### config.mk
export PLATFORM = sky130hd
export DESIGN_NAME = mac_unit
export DESIGN_NICKNAME = d
export VERILOG_FILES = /design/src/rtl/mac_pkg.sv /design/src/rtl/mac_decode.sv /design/src/rtl/mac_mult.sv /design/src/rtl/mac_ctrl.sv /design/src/rtl/mac_accum.sv /design/src/rtl/mac_unit.sv
export SDC_FILE = /design/constraint.sdc
export NUM_CORES = 1
export LEC_CHECK = 0
export CAP_MARGIN = 25
export CORE_AREA = 3 3 179 181
export DETAILED_ROUTE_END_ITERATION = 10
export DIE_AREA = 0 0 182 184
export PLACE_DENSITY = 0.79
export SLEW_MARGIN = 40
export SYNTH_ARGS = -nofsm -noshare
export SYNTH_HDL_FRONTEND = slang
export SYNTH_HIERARCHICAL = 1
export SYNTH_SLANG_ARGS = --single-unit
### constraint.sdc
create_clock -name clk -period 9.3 [get_ports clk]
set_clock_uncertainty 0.1 [all_clocks]
set_input_delay 0.93 -clock clk [delete_from_list [all_inputs] [get_ports clk]]
set_output_delay 0.93 -clock clk [all_outputs]
set_load 0.05 [all_outputs]
### src/rtl/mac_pkg.sv
// mac_pkg: shared widths, instruction field positions and the decoded-instruction type
// for the multiply-accumulate unit. Assumes a fixed 16-bit instruction word.
package mac_pkg;
    localparam int INSTR_W  = 16;
    localparam int REG_SEL_W = 3;
    localparam int MAX_LEN  = 16;
    localparam int LEN_W    = $clog2(MAX_LEN + 1);
    localparam logic [3:0] SPECIAL_OP = 4'hF;

    // Registers forbidden as factors for every multiply form
    localparam logic [7:0] BAD_REG_ANY = 8'b1100_0001;
    // Additional registers forbidden while accumulating (result pair)
    localparam logic [7:0] BAD_REG_ACC = 8'b0001_1000;

    typedef struct packed {
        logic                 is_mul;
        logic                 is_mac;
        logic                 both_signed;
        logic                 legal;
        logic [LEN_W-1:0]     len;
    } mac_dec_t;
endpackage

### src/rtl/mac_decode.sv
// mac_decode: combinational instruction decoder. Classifies the word as multiply,
// multiply-accumulate or neither, extracts the signedness mode and the length
// (encoded 0 expands to MAX_LEN), and checks both operand registers against the
// forbidden sets. Assumes the caller qualifies the result with its own start strobe.
module mac_decode
    import mac_pkg::*;
(
    input  logic [INSTR_W-1:0] instr,
    output mac_dec_t           dec
);
    logic [3:0]           major;
    logic [REG_SEL_W-1:0] reg_a;
    logic [2:0]           sub;
    logic [2:0]           opn;
    logic [REG_SEL_W-1:0] reg_b;
    logic [3:0]           raw_len;
    logic                 bad_any;
    logic                 bad_acc;

    assign major = instr[15:12];
    assign reg_a = instr[11:9];
    assign sub   = instr[8:6];
    assign opn   = instr[5:3];
    assign reg_b = instr[2:0];

    // Classify the instruction and build the decoded record
    always_comb begin
        raw_len        = {sub[0], opn};
        bad_any        = BAD_REG_ANY[reg_a] | BAD_REG_ANY[reg_b];
        bad_acc        = BAD_REG_ACC[reg_a] | BAD_REG_ACC[reg_b];
        dec.is_mul     = (major == SPECIAL_OP) && (sub[1:0] == 2'b00) && (opn == 3'd1);
        dec.is_mac     = (major == SPECIAL_OP) && sub[1];
        dec.both_signed = sub[2];
        dec.len        = (raw_len == 4'd0) ? LEN_W'(MAX_LEN) : LEN_W'(raw_len);
        dec.legal      = !bad_any && !(dec.is_mac && bad_acc);
    end
endmodule

### src/rtl/mac_mult.sv
// mac_mult: combinational DATA_W x DATA_W multiplier with selectable signedness.
// The first factor is sign- or zero-extended per mode; the second is always signed.
// Returns the low 2*DATA_W bits of the exact product.
module mac_mult #(
    parameter int DATA_W = 16
) (
    input  logic                  both_signed,
    input  logic [DATA_W-1:0]     fa,
    input  logic [DATA_W-1:0]     fb,
    output logic [2*DATA_W-1:0]   prod
);
    localparam int EXT_W = DATA_W + 1;
    localparam int FULL_W = 2 * EXT_W;

    logic signed [EXT_W-1:0]  fa_ext;
    logic signed [EXT_W-1:0]  fb_ext;
    logic signed [FULL_W-1:0] full;

    // Extend both factors to one extra bit so a single signed multiply covers both modes
    always_comb begin
        fa_ext = both_signed ? $signed({fa[DATA_W-1], fa}) : $signed({1'b0, fa});
        fb_ext = $signed({fb[DATA_W-1], fb});
        full   = FULL_W'(fa_ext) * FULL_W'(fb_ext);
        prod   = full[2*DATA_W-1:0];
    end
endmodule

### src/rtl/mac_ctrl.sv
// mac_ctrl: sequencing for the unit. Accepts a start only when idle, raises err for
// illegal operand registers, fires a one-cycle multiply, or runs a multiply-accumulate
// of dec.len steps while stepping both pointers. Assumes combinational memory reads.
module mac_ctrl
    import mac_pkg::*;
#(
    parameter int DATA_W = 16
) (
    input  logic              clk,
    input  logic              rst_n,
    input  logic              start,
    input  mac_dec_t          dec,
    input  logic [DATA_W-1:0] opa_val,
    input  logic [DATA_W-1:0] opb_val,
    output logic              busy,
    output logic              sgn_run,
    output logic              mul_load,
    output logic              acc_clear,
    output logic              last_step,
    output logic [DATA_W-1:0] ptr_a,
    output logic [DATA_W-1:0] ptr_b,
    output logic              done,
    output logic              err
);
    logic             accept;
    logic             known;
    logic [LEN_W-1:0] steps_left;

    // Qualify the strobe: only an idle unit takes a recognised instruction
    always_comb begin
        accept    = start && !busy;
        known     = dec.is_mul || dec.is_mac;
        mul_load  = accept && dec.is_mul && dec.legal;
        acc_clear = accept && dec.is_mac && dec.legal;
        last_step = busy && (steps_left == LEN_W'(1));
    end

    // Run state, step counter, pointers and the two strobes
    always_ff @(posedge clk) begin
        if (!rst_n) begin
            busy       <= 1'b0;
            sgn_run    <= 1'b0;
            steps_left <= '0;
            ptr_a      <= '0;
            ptr_b      <= '0;
            done       <= 1'b0;
            err        <= 1'b0;
        end else begin
            done <= 1'b0;
            err  <= 1'b0;
            if (accept && known) begin
                if (!dec.legal) begin
                    err <= 1'b1;
                end else if (dec.is_mul) begin
                    done <= 1'b1;
                end else begin
                    busy       <= 1'b1;
                    sgn_run    <= dec.both_signed;
                    steps_left <= dec.len;
                    ptr_a      <= opa_val;
                    ptr_b      <= opb_val;
                end
            end else if (busy) begin
                ptr_a      <= ptr_a + DATA_W'(1);
                ptr_b      <= ptr_b + DATA_W'(1);
                steps_left <= steps_left - LEN_W'(1);
                if (last_step) begin
                    busy <= 1'b0;
                    done <= 1'b1;
                end
            end
        end
    end
endmodule

### src/rtl/mac_accum.sv
// mac_accum: accumulator and result-pair register. A multiply loads the product
// directly; an accumulate run clears, sums each step, and on the final step writes
// accumulator plus the last product into the result pair. Sums wrap at 2*DATA_W bits.
module mac_accum #(
    parameter int DATA_W = 16
) (
    input  logic                clk,
    input  logic                rst_n,
    input  logic                mul_load,
    input  logic                acc_clear,
    input  logic                step,
    input  logic                last_step,
    input  logic [2*DATA_W-1:0] prod,
    output logic [DATA_W-1:0]   res_lo,
    output logic [DATA_W-1:0]   res_hi
);
    localparam int ACC_W = 2 * DATA_W;

    logic [ACC_W-1:0] acc;
    logic [ACC_W-1:0] acc_next;

    // Running sum including this cycle's product
    always_comb acc_next = acc + prod;

    // Accumulator update
    always_ff @(posedge clk) begin
        if (!rst_n) begin
            acc <= '0;
        end else if (acc_clear) begin
            acc <= '0;
        end else if (step) begin
            acc <= acc_next;
        end
    end

    // Result pair update on multiply or on the last accumulate step
    always_ff @(posedge clk) begin
        if (!rst_n) begin
            res_lo <= '0;
            res_hi <= '0;
        end else if (mul_load) begin
            res_lo <= prod[DATA_W-1:0];
            res_hi <= prod[ACC_W-1:DATA_W];
        end else if (last_step) begin
            res_lo <= acc_next[DATA_W-1:0];
            res_hi <= acc_next[ACC_W-1:DATA_W];
        end
    end
endmodule

### src/rtl/mac_unit.sv
// mac_unit: top of the multiply / multiply-accumulate unit. Decodes the instruction,
// shares one multiplier between register factors (multiply) and memory factors
// (accumulate run), and exposes results, pointers and strobes. Assumes the memory
// port returns data in the same cycle as the address.
module mac_unit #(
    parameter int DATA_W = 16
) (
    input  logic              clk,
    input  logic              rst_n,
    input  logic              start,
    input  logic [15:0]       instr,
    input  logic [DATA_W-1:0] opa_val,
    input  logic [DATA_W-1:0] opb_val,
    output logic              rd_en,
    output logic [DATA_W-1:0] rd_addr_a,
    output logic [DATA_W-1:0] rd_addr_b,
    input  logic [DATA_W-1:0] rd_data_a,
    input  logic [DATA_W-1:0] rd_data_b,
    output logic [DATA_W-1:0] res_lo,
    output logic [DATA_W-1:0] res_hi,
    output logic [DATA_W-1:0] ptr_a,
    output logic [DATA_W-1:0] ptr_b,
    output logic              busy,
    output logic              done,
    output logic              err
);
    import mac_pkg::*;

    mac_dec_t            dec;
    logic                sgn_run;
    logic                mul_load;
    logic                acc_clear;
    logic                last_step;
    logic                mode_sel;
    logic [DATA_W-1:0]   fac_a;
    logic [DATA_W-1:0]   fac_b;
    logic [2*DATA_W-1:0] prod;

    mac_decode u_dec (
        .instr (instr),
        .dec   (dec)
    );

    mac_ctrl #(.DATA_W(DATA_W)) u_ctrl (
        .clk       (clk),
        .rst_n     (rst_n),
        .start     (start),
        .dec       (dec),
        .opa_val   (opa_val),
        .opb_val   (opb_val),
        .busy      (busy),
        .sgn_run   (sgn_run),
        .mul_load  (mul_load),
        .acc_clear (acc_clear),
        .last_step (last_step),
        .ptr_a     (ptr_a),
        .ptr_b     (ptr_b),
        .done      (done),
        .err       (err)
    );

    // Factor and mode steering: memory words while running, register values otherwise
    always_comb begin
        fac_a    = busy ? rd_data_a : opa_val;
        fac_b    = busy ? rd_data_b : opb_val;
        mode_sel = busy ? sgn_run : dec.both_signed;
    end

    mac_mult #(.DATA_W(DATA_W)) u_mult (
        .both_signed (mode_sel),
        .fa          (fac_a),
        .fb          (fac_b),
        .prod        (prod)
    );

    mac_accum #(.DATA_W(DATA_W)) u_acc (
        .clk       (clk),
        .rst_n     (rst_n),
        .mul_load  (mul_load),
        .acc_clear (acc_clear),
        .step      (busy),
        .last_step (last_step),
        .prod      (prod),
        .res_lo    (res_lo),
        .res_hi    (res_hi)
    );

    // Memory port mirrors the live pointers during a run
    always_comb begin
        rd_en     = busy;
        rd_addr_a = ptr_a;
        rd_addr_b = ptr_b;
    end
endmodule

# Yosys cells after proc, flatten, opt, wreduce, memory -nomap -nowiden
# Memory sizes are Yosys's and may differ from the RTL's.
# Index checks and enable logic that the tools add are counted.
# totals
reg_bits,105
mem_bits_ro,32
in_bits,83
output_inout_bits,100
word_cells,91
memories,4
# memory_table
memory,words,word_bits,rd,rd_clocked_by_memory_dff,wr,line,source
(no name shown),8,1,1,0,0,mac_decode.sv:29,bad_any = BAD_REG_ANY[reg_a] | BAD_REG_ANY[reg_b];
(no name shown),8,1,1,0,0,mac_decode.sv:29,
(no name shown),8,1,1,0,0,mac_decode.sv:30,bad_acc = BAD_REG_ACC[reg_a] | BAD_REG_ACC[reg_b];
(no name shown),8,1,1,0,0,mac_decode.sv:30,
# classes
addsub,4
multipliers,1
order_cmp,2
eq_ne,5
mux,36
bitwise,4
reduce_logical,25
# op_table
cell,n
$mux 16,14
$add 16x1->16 const B,2
$add 32x32->32,1
$mul 17x16->32,1
$mux 5,5
$mux 17,1
$mux 1,16
$logic_and 1x1->1,12
$lt 3x4->1 const B,2
$reduce_and 3->1,2
$eq 5x1->1 const B,1
$sub 5x1->5 const B,1
$eq 4x4->1 const B,1
$logic_not 4->1,1
$reduce_and 2->1,2
$reduce_bool 2->1,2
$eq 3x1->1 const B,1
$logic_not 1->1,3
$logic_not 2->1,1
$ne 2x1->1 const B,1
$ne 2x2->1 const B,1
$not 1->1,2
$or 1x1->1,2
$reduce_or 2->1,1
$logic_or 1x1->1,1

# Depth between registers and ports, before layout
# Gate-level depths: netlist of run 1.
# depth
word_depth,8
ltp_mapped,38
mapped_depth_nobuf,34

# By module
# The synthesis of run 1 kept the hierarchy.
# modules_own_cells
module,n_inst,cells_each,area_each_um2,seq_area_each_um2
mac_mult,1,1148,10272.4,0.0
mac_accum,1,547,4525.6,1281.2
mac_ctrl,1,341,2581.2,820.8
mac_unit,1,70,803.3,0.0
mac_decode,1,20,121.4,0.0

# Worst setup path before layout of run 1
# No wires, ideal clock.
# synth_timing
path_kind,register to register
startpoint,register u_ctrl.busy
endpoint,register u_acc.res_hi[13]
setup_time_ns,0.074
arrival_ns,8.482
required_ns,9.126
slack_ns,0.644
path_stages_with_launch,34
n_path_buf,4
synth_period_minus_slack_ns,8.656
path_cell_list,dfxtp_1 > buf_6 > buf_12 > mux2_4 > and2_1 > clkbuf_1 > nand2_1 > fa_1 > fa_1 > inv_1 > fa_1 > fa_1 > fa_1 > inv_1 > fa_1 > inv_1 > ha_1 > inv_1 > o21ai_1 > and2_1 > nor3_1 > a31oi_2 > o21ai_1 > and2_4 > xnor2_1 > ha_1 > and2_0 > clkbuf_1 > a21oi_1 > o21ai_0 > or3b_2 > o211ai_1 > o21ai_0 > a31oi_1
# synth_between
elab_chain_cells,6
elab_cells_between_ends,14
cone_classes,1 x add/sub; 1 x mul; 6 x mux; 6 x reduce/logical
# synth_lines
item,line,source
"start, declared",mac_ctrl.sv:15,"output logic busy,"
"start signal, assigned",mac_ctrl.sv:41,busy <= 1'b0;
"start signal, assigned",mac_ctrl.sv:57,busy <= 1'b1;
"start signal, assigned",mac_ctrl.sv:68,busy <= 1'b0;
$mux 16,mac_unit.sv:64,fac_a = busy ? rd_data_a : opa_val;
net fac_a[15],mac_unit.sv:35,logic [DATA_W-1:0] fac_a;
$mux 17,mac_mult.sv:21,"fa_ext = both_signed ? $signed({fa[DATA_W-1], fa}) : $signed({1'b0, fa});"
$mul 17x16->32,mac_mult.sv:23,full = FULL_W'(fa_ext) * FULL_W'(fb_ext);
net prod[27],mac_unit.sv:37,logic [2*DATA_W-1:0] prod;
$add 32x32->32,mac_accum.sv:23,always_comb acc_next = acc + prod;
$mux 16,mac_accum.sv:44,end else if (last_step) begin
$mux 16,mac_accum.sv:41,end else if (mul_load) begin
"end signal, assigned",mac_accum.sv:43,res_hi <= prod[ACC_W-1:DATA_W];
"end signal, assigned",mac_accum.sv:46,res_hi <= acc_next[ACC_W-1:DATA_W];
"end, declared",mac_accum.sv:15,output logic [DATA_W-1:0] res_hi
# The timed path passes the listed nets, and every way through them passes these cells. The select of a mux whose other input is x is not followed.
# A chain may end at the register's enable or synchronous reset.

# Worst setup path in the final report of run 1
# layout_timing
startpoint,input opb_val[4]
endpoint,register u_acc.acc[28]
# layout_between
elab_chain_cells,3
# layout_lines
item,line,source
"start, declared",mac_unit.sv:13,"input logic [DATA_W-1:0] opb_val,"
$mux 16,mac_unit.sv:65,fac_b = busy ? rd_data_b : opb_val;
net fac_b[4],mac_unit.sv:36,logic [DATA_W-1:0] fac_b;
$mul 17x16->32,mac_mult.sv:23,
net prod[14],mac_unit.sv:37,
$add 32x32->32,mac_accum.sv:23,
"end signal, assigned",mac_accum.sv:32,acc <= acc_next;
"end, declared",mac_accum.sv:19,logic [ACC_W-1:0] acc;
# The timed path passes the listed nets, and every way through them passes these cells.

==> results of run 1 <==
## cell type report
cell class                      count  area [um^2]  area share
Clock inverter                      6         50.0     0.00245
Multi-Input combinational cell   1546        14200       0.697
Inverter                          334         1250      0.0614
Tap cell                          396          495      0.0243
Clock buffer                       10          239      0.0117
Timing Repair Buffer              211         2040      0.0999
Sequential cell                   105         2110       0.103
## sequential cells by signal (all words and copies together), names as in the netlist
signal             flops
u_acc/acc             32
u_acc/res_hi          16
u_acc/res_lo          16
u_ctrl/busy            1
u_ctrl/done            1
u_ctrl/err             1
u_ctrl/ptr_a          16
u_ctrl/ptr_b          16
u_ctrl/sgn_run         1
u_ctrl/steps_left      5
## logic make-up after synthesis
| group | count (synthesis) |
|---|---|
| xor+xnor | 61 |
| simple gates | 656 |
| fa+ha+maj | 388 |
| flops | 105 |
| mux | 81 |
| compound gates | 360 |
| buf+inv | 475 |
## critical path: stages
cell and delay, ps:
clkdlybuf4s50_1 480, mux2_4 410, and2_1 200, fa_1 530, inv_1 50, fa_1 450
fa_1 500, fa_1 540, inv_1 50, fa_1 490, fa_1 450, ha_1 370
nand2_1 140, or2_1 270, o21ai_1 420, a31oi_1 180, xnor2_1 350, ha_1 390
o21ai_0 140, o21bai_1 200, a211oi_1 120, o31ai_1 530, a21oi_1 210, a41oi_1 310
xnor2_1 200, o21ai_0 120
## worst paths after layout
| path | endpoint | slack, ps |
|---|---|---|
| max reg2reg | u_acc/acc[29] | 470 |
| min reg2reg | u_ctrl/sgn_run | 370 |
| max | u_acc/acc[28] | 380 |
| min | u_ctrl/sgn_run | 370 |
## layout by cell type, fill, tap and decap left out, drive strengths merged, types with 6 or more instances in the layout
master / count
ha: 117
o21a: 9
clkbuf: 10
mux2: 34
xor2: 14
nor2: 111
and3: 28
mux2i: 47
o21ai: 58
nand3b: 11
a21o: 25
nor4: 10
o211ai: 14
dfxtp: 105
a21oi: 122
nand4: 21
inv: 334
or3: 10
a31oi: 26
nor3b: 10
o22ai: 11
and2: 135
buf: 29
fa: 271
clkdlybuf4s50: 182
nand2b: 14
a211oi: 28
nand2: 206
or4: 7
xnor2: 47
o311ai: 6
nand3: 36
nor3: 24
or2: 6
## layer usage
layer	part of all wire	global-route usage	wire length, um
met1	0.39	0.390	20500
met2	0.48	0.537	25100
met3	0.070	0.0445	3650
met4	0.053	0.159	2770
met5	0	0	0
## Yosys cell counts, drive strengths merged, types with 5 or more instances
| cell | n |
|---|---|
| xnor2 | 47 |
| fa | 271 |
| nand2b | 14 |
| clkbuf | 76 |
| and2 | 135 |
| o2111ai | 5 |
| mux2i | 47 |
| nand3b | 11 |
| o21ai | 58 |
| or3 | 10 |
| nor2b | 5 |
| nand2 | 206 |
| o221ai | 5 |
| or4 | 7 |
| nor3 | 24 |
| o311ai | 6 |
| nand4b | 5 |
| a211oi | 28 |
| or2 | 6 |
| nor2 | 111 |
| nor4 | 10 |
| nand3 | 36 |
| nor3b | 10 |
| a21o | 25 |
| a22oi | 5 |
| a21oi | 122 |
| dfxtp | 105 |
| and4 | 5 |
| o31a | 5 |
| mux2 | 34 |
| ha | 117 |
| o21a | 9 |
| xor2 | 14 |
| o22ai | 11 |
| and3 | 28 |
| inv | 332 |
| nand4 | 21 |
| a31oi | 26 |
| o21bai | 5 |
| o211ai | 14 |
| buf | 65 |
## what timing repair did
action                                  4_1_cts  5_1_grt
hold buffers                                  0        0
setup buffers                                 0        0
resized for setup                             0        7
endpoints found under the setup margin        0        4
## through the flow
| step | setup TNS [ps] | util | cell area, um^2 |
|---|---|---|---|
| floorplan | 0 | - | 18300 |
| global placement | 0 | 0.657 | 20100 |
| detailed placement | 0 | 0.657 | 20100 |
| CTS | 0 | 0.667 | 20400 |
| global route | -93.9 | 0.668 | 20400 |
| finish | 0 | 0.668 | 20400 |
==> run_results.csv, run 1 <==
group,metric,value,unit
sta,setup_violations,0,
yosys,synth_seq_cells,105,
cells_and_area,area_growth,11.6,%
sta,fin_crit_sh,0.959,
critical_path,path_max_fanout,17,
critical_path,worstSetupPathType,"in -> reg",
cells_and_area,diodes,0,
yosys,ys_dominant_reg_cell,"dfxtp_1",
place,io_buffers,182,
yosys,synth_edf_count,0,
route,dr.pass1.iters,8,
sta,min_period,8920,ps
sta,holdWs,366,ps
sta,slew_headroom,0.421,
clock_network,cts_inserted_buffers,9,
global_routing,grt_pass1_vias,16700,
critical_path,cp-end-kind,"register",
yosys,netlist_instances,2126,
global_routing,grt_overflow_total,0,
flow_run,maxCapViolCount,0,
global_routing,grt_pass1_wl,84500,um
critical_path,cp.arrival,9060,ps
place,place_ws,34.2,ps
cells_and_area,layout-drive-gt1-share,0.0592,
clock_network,insertion_delay,370,ps
place,gp_congestion,0.959,
die,initial_core_util,0.598,
place,placed_cells,2592,
die,die_y,184,um
clock_network,cts_htree_levels,3,
min_path,hp-class,"reg -> reg",
yosys,synth_top_area_cell,"fa_1",
yosys,ys_types,94,
die,core,30600,um^2
clock_network,cts.sinks,105,
global_routing,grt_start_max_net_pins,53,
route,drc,0,
die,die_area,33500,um^2
die,rows,64,
yosys,async_flop_share,0,
route,num_vias,15800,
min_path,whs_path_depth,2,
route,drt_iter0_drc,1134,
clock_network,clockBufferDepth,2,
route,routed_via_density,6.06,
die,ios,183,
yosys,syn-cell-area,18300,um^2
yosys,synth_mux_area_frac,0.0528,
critical_path,crit_start,"opb_val[4]",
yosys,synth_nets,2597,
global_routing,antenna_found_initial,1,
sta,hold_viol_final,0,
cells_and_area,layout.cells.non_filler,2608,
route,wl_per_cell,20.0,um
yosys,synth-adder-area-share,0.376,
clock_network,cts_tree,"done",
die,die_w,182,um
critical_path,rr_startpoint,"u_ctrl/busy",
sta,slew_viol_final,0,
sta,max_freq,112,MHz
yosys,seq_area_frac_synth,0.115,
clock_network,cts_root_buf,"clkbuf_16",
min_path,hp-start,"u_ctrl/sgn_run",
yosys,synth_area_leaders,"fa_1, dfxtp_1, ha_1, inv_1, and2_1",
yosys,synth_top_area_frac,0.296,
place,hpwl,40800,um
yosys,avgSynthCellArea,8.61,um^2
critical_path,critPathRequiredTime,9450,ps
yosys,synth_top_family_by_area,"adder cells",
yosys,yosysWarningCount,6,
cells_and_area,finalNetCount,2678,
route,ant_nets,0,
clock_network,clk_pin_slew_worst_paths,80,ps
status,status,"completed",
critical_path,worst_r2r_path_depth,29,
critical_path,start_kind,"primary input",
yosys,synth_xor_area_frac,0.0292,
sta,worstMarginPinSlew,863,ps
cells_and_area,fill_cells,2475,
global_routing,grt_use_total,0.314,
route,wl,52000,um
yosys,synth_compound_area_frac,0.133,
yosys,synthSimpleGateAreaFrac,0.184,
sta,fin_ws,383,ps
Power of run 1 is not shown: default switching activity piles up to over one toggle a cycle in this logic, so the estimate is an artifact.
==> run 2, diff against run 1 <==
--- a/config.mk
+++ b/config.mk
@@ -7,6 +7,7 @@
 export LEC_CHECK = 0
 export CAP_MARGIN = 25
 export CORE_AREA = 3 3 179 181
+export CTS_CLUSTER_SIZE = 30
 export DETAILED_ROUTE_END_ITERATION = 10
 export DIE_AREA = 0 0 182 184
 export PLACE_DENSITY = 0.79
==> results of run 2 <==
The final DEF is identical to that of run 1; final timing and power are the same.
Power of run 2 is left out for the same reason.
==> run 3, diff against run 2 <==
--- a/config.mk
+++ b/config.mk
@@ -10,6 +10,7 @@
 export CTS_CLUSTER_SIZE = 30
 export DETAILED_ROUTE_END_ITERATION = 10
 export DIE_AREA = 0 0 182 184
+export GPL_TIMING_DRIVEN = 0
 export PLACE_DENSITY = 0.79
 export SLEW_MARGIN = 40
 export SYNTH_ARGS = -nofsm -noshare
==> run 3 against run 2 <==
  * Via count increased by 5.1%
  * Critical endpoint is now u_acc/res_hi[15]
  * Sequential share of layout area decreased by 0.29 points
  * Fmax decreased by 1.1%
  * Die area unchanged
  * Non-clock buffer count increased by 96
  * Design area increased by 2.9%
  * Routed wire length increased by 13%
  * Core utilization increased by 1.9 points
  * Hold slack improved by 29 ps
==> run_results.csv, run 3 (same netlist as run 1, synthesis figures left out) <==
group,metric,value,unit
cells_and_area,largest_reg_flops,32,
place,placed_cells,2702,
cells_and_area,layout.cells.non_filler,2706,
route,dr.pass1.iters,5,
clock_network,cts_htree_levels,3,
cells_and_area,regArea,2110,um^2
flow_run,maxCapViolCount,0,
sta,slew_viol_final,0,
global_routing,grt_start_max_net_pins,21,
clock_network,cts_inserted_buffers,9,
sta,hold_viol_final,0,
global_routing,grt_overflow_total,0,
critical_path,crit_top_cell,"fa_1",
critical_path,worst_r2r_path_depth,33,
die,core,30600,um^2
cells_and_area,area_growth,14.8,%
sta,rsz0062_at_grt,"false",
route,wl_per_cell,21.7,um
sta,fin_ws,289,ps
die,die_w,182,um
cells_and_area,max_flop_register,"u_acc/acc",
global_routing,antenna_found_initial,0,
global_routing,grt_use_total,0.352,
cells_and_area,layout-drive-gt1-share,0.0815,
route,routed_via_density,6.14,
clock_network,cts_hold_buf,0,
route,num_vias,16600,
clock_network,insertion_delay,370,ps
route,drt_iter0_drc,1397,
clock_network,cts_tree,"done",
critical_path,cp_slowest_cell,"fa_1",
die,die_area,33500,um^2
die,initial_core_util,0.598,
global_routing,use_met1,0.427,
place,hpwl,47700,um
sta,setup_violations,0,
clock_network,clockBufferDepth,2,
critical_path,reg2reg_setup_slack,370,ps
sta,max_freq,111,MHz
sta,min_period,9010,ps
cells_and_area,multi_input_area,14300,um^2
critical_path,timing.rr.end,"u_acc/res_hi[15]",
status,status,"completed",
die,rows,64,
sta,slew_headroom,0.453,
sta,fin_crit_sh,0.969,
route,wl,58700,um
critical_path,critPathRequiredTime,9480,ps
global_routing,use_met2,0.572,
cells_and_area,finalNetCount,2774,
die,die_y,184,um
route,ant_nets,0,
cells_and_area,final_common_cell,"inv_1",
global_routing,grt_pass1_vias,17600,
die,ios,183,
critical_path,rr_startpoint,"u_ctrl/busy",
critical_path,start_kind,"primary input",
global_routing,grt_pass1_wl,92300,um
global_routing,met3_usage,0.0691,
sta,holdWs,395,ps
critical_path,worstSetupPathType,"in -> reg",
cells_and_area,fill_cells,2497,
sta,setup_tns,0,ps
place,io_buffers,180,
clock_network,clk_pin_slew_worst_paths,90,ps
route,drc,0,
critical_path,crit_end,"u_acc/res_hi[15]",
cells_and_area,layout_common_cells,"inv_1, fa_1, nand2_1",
critical_path,path_max_fanout,10,
place,gp_congestion,0.988,
place,place_ws,-1040,ps
sta,worstMarginPinSlew,820,ps
critical_path,critPathMaxStageDelay,540,ps
critical_path,cp-end-kind,"register",
clock_network,cts_root_buf,"clkbuf_16",
critical_path,crit_start,"opa_val[5]",
critical_path,cp.arrival,9200,ps
min_path,hp-class,"reg -> reg",
clock_network,cts.sinks,105,
global_routing,top_usage_layer,"met2",
-- run 3: worst max-delay path: cells and delay by family --
family / cells / cell delay [ps]
AO/OA/AOI/OAI: 7 / 1390
XOR/XNOR: 1 / 100
adder cells (fa/ha/maj): 8 / 3800
buffers and inverters: 7 / 1170
multiplexers: 1 / 360
AND/OR/NAND/NOR: 7 / 1400
-- run 3: metal layers --
metal  up-vias  wire, um
li1       7289         -
met5         -         0
met2       984     27000
met1      8079     22200
met4         0      4530
met3       266      4970
-- run 3: what timing repair did --
| item | CTS | global route |
|---|---|---|
| resized for setup | 12 | 59 |
| pin swaps | 0 | 3 |
| endpoints found under the setup margin | 23 | 17 |
| buffers inserted | 0 | 4 |
-- run 3: cell type report --
type | count | area share
flip-flops and latches | 105 | 0.100
clock buffers | 10 | 0.0114
multi-input cells | 1546 | 0.679
repair buffers | 184 | 0.0879
clock inverters | 6 | 0.00322
diodes | 2 | 0.000238
well taps | 396 | 0.0236
plain buffers | 123 | 0.0347
inverters | 334 | 0.0597
-- run 3: per-stage QoR --
| step | area (um^2) | util |
|---|---|---|
| CTS | 20900 | 0.683 |
| detailed placement | 20600 | 0.673 |
| global route | 21000 | 0.687 |
| finish | 21000 | 0.687 |
| floorplan | 18300 | - |
| global placement | 20600 | 0.673 |
-- run 3: worst min-delay path by stage --
stage	startpoint	to	cells after the start
final	u_acc/acc[30]	u_acc/acc[30]	2
after CTS	u_acc/acc[30]	u_acc/acc[30]	2
after global placement	u_ctrl/sgn_run	u_ctrl/sgn_run	2
after global routing	u_acc/acc[30]	u_acc/acc[30]	2
after detailed placement	u_acc/acc[30]	u_acc/acc[30]	2
after floorplan	u_ctrl/sgn_run	u_ctrl/sgn_run	2
Power of run 3 is left out for the same reason.
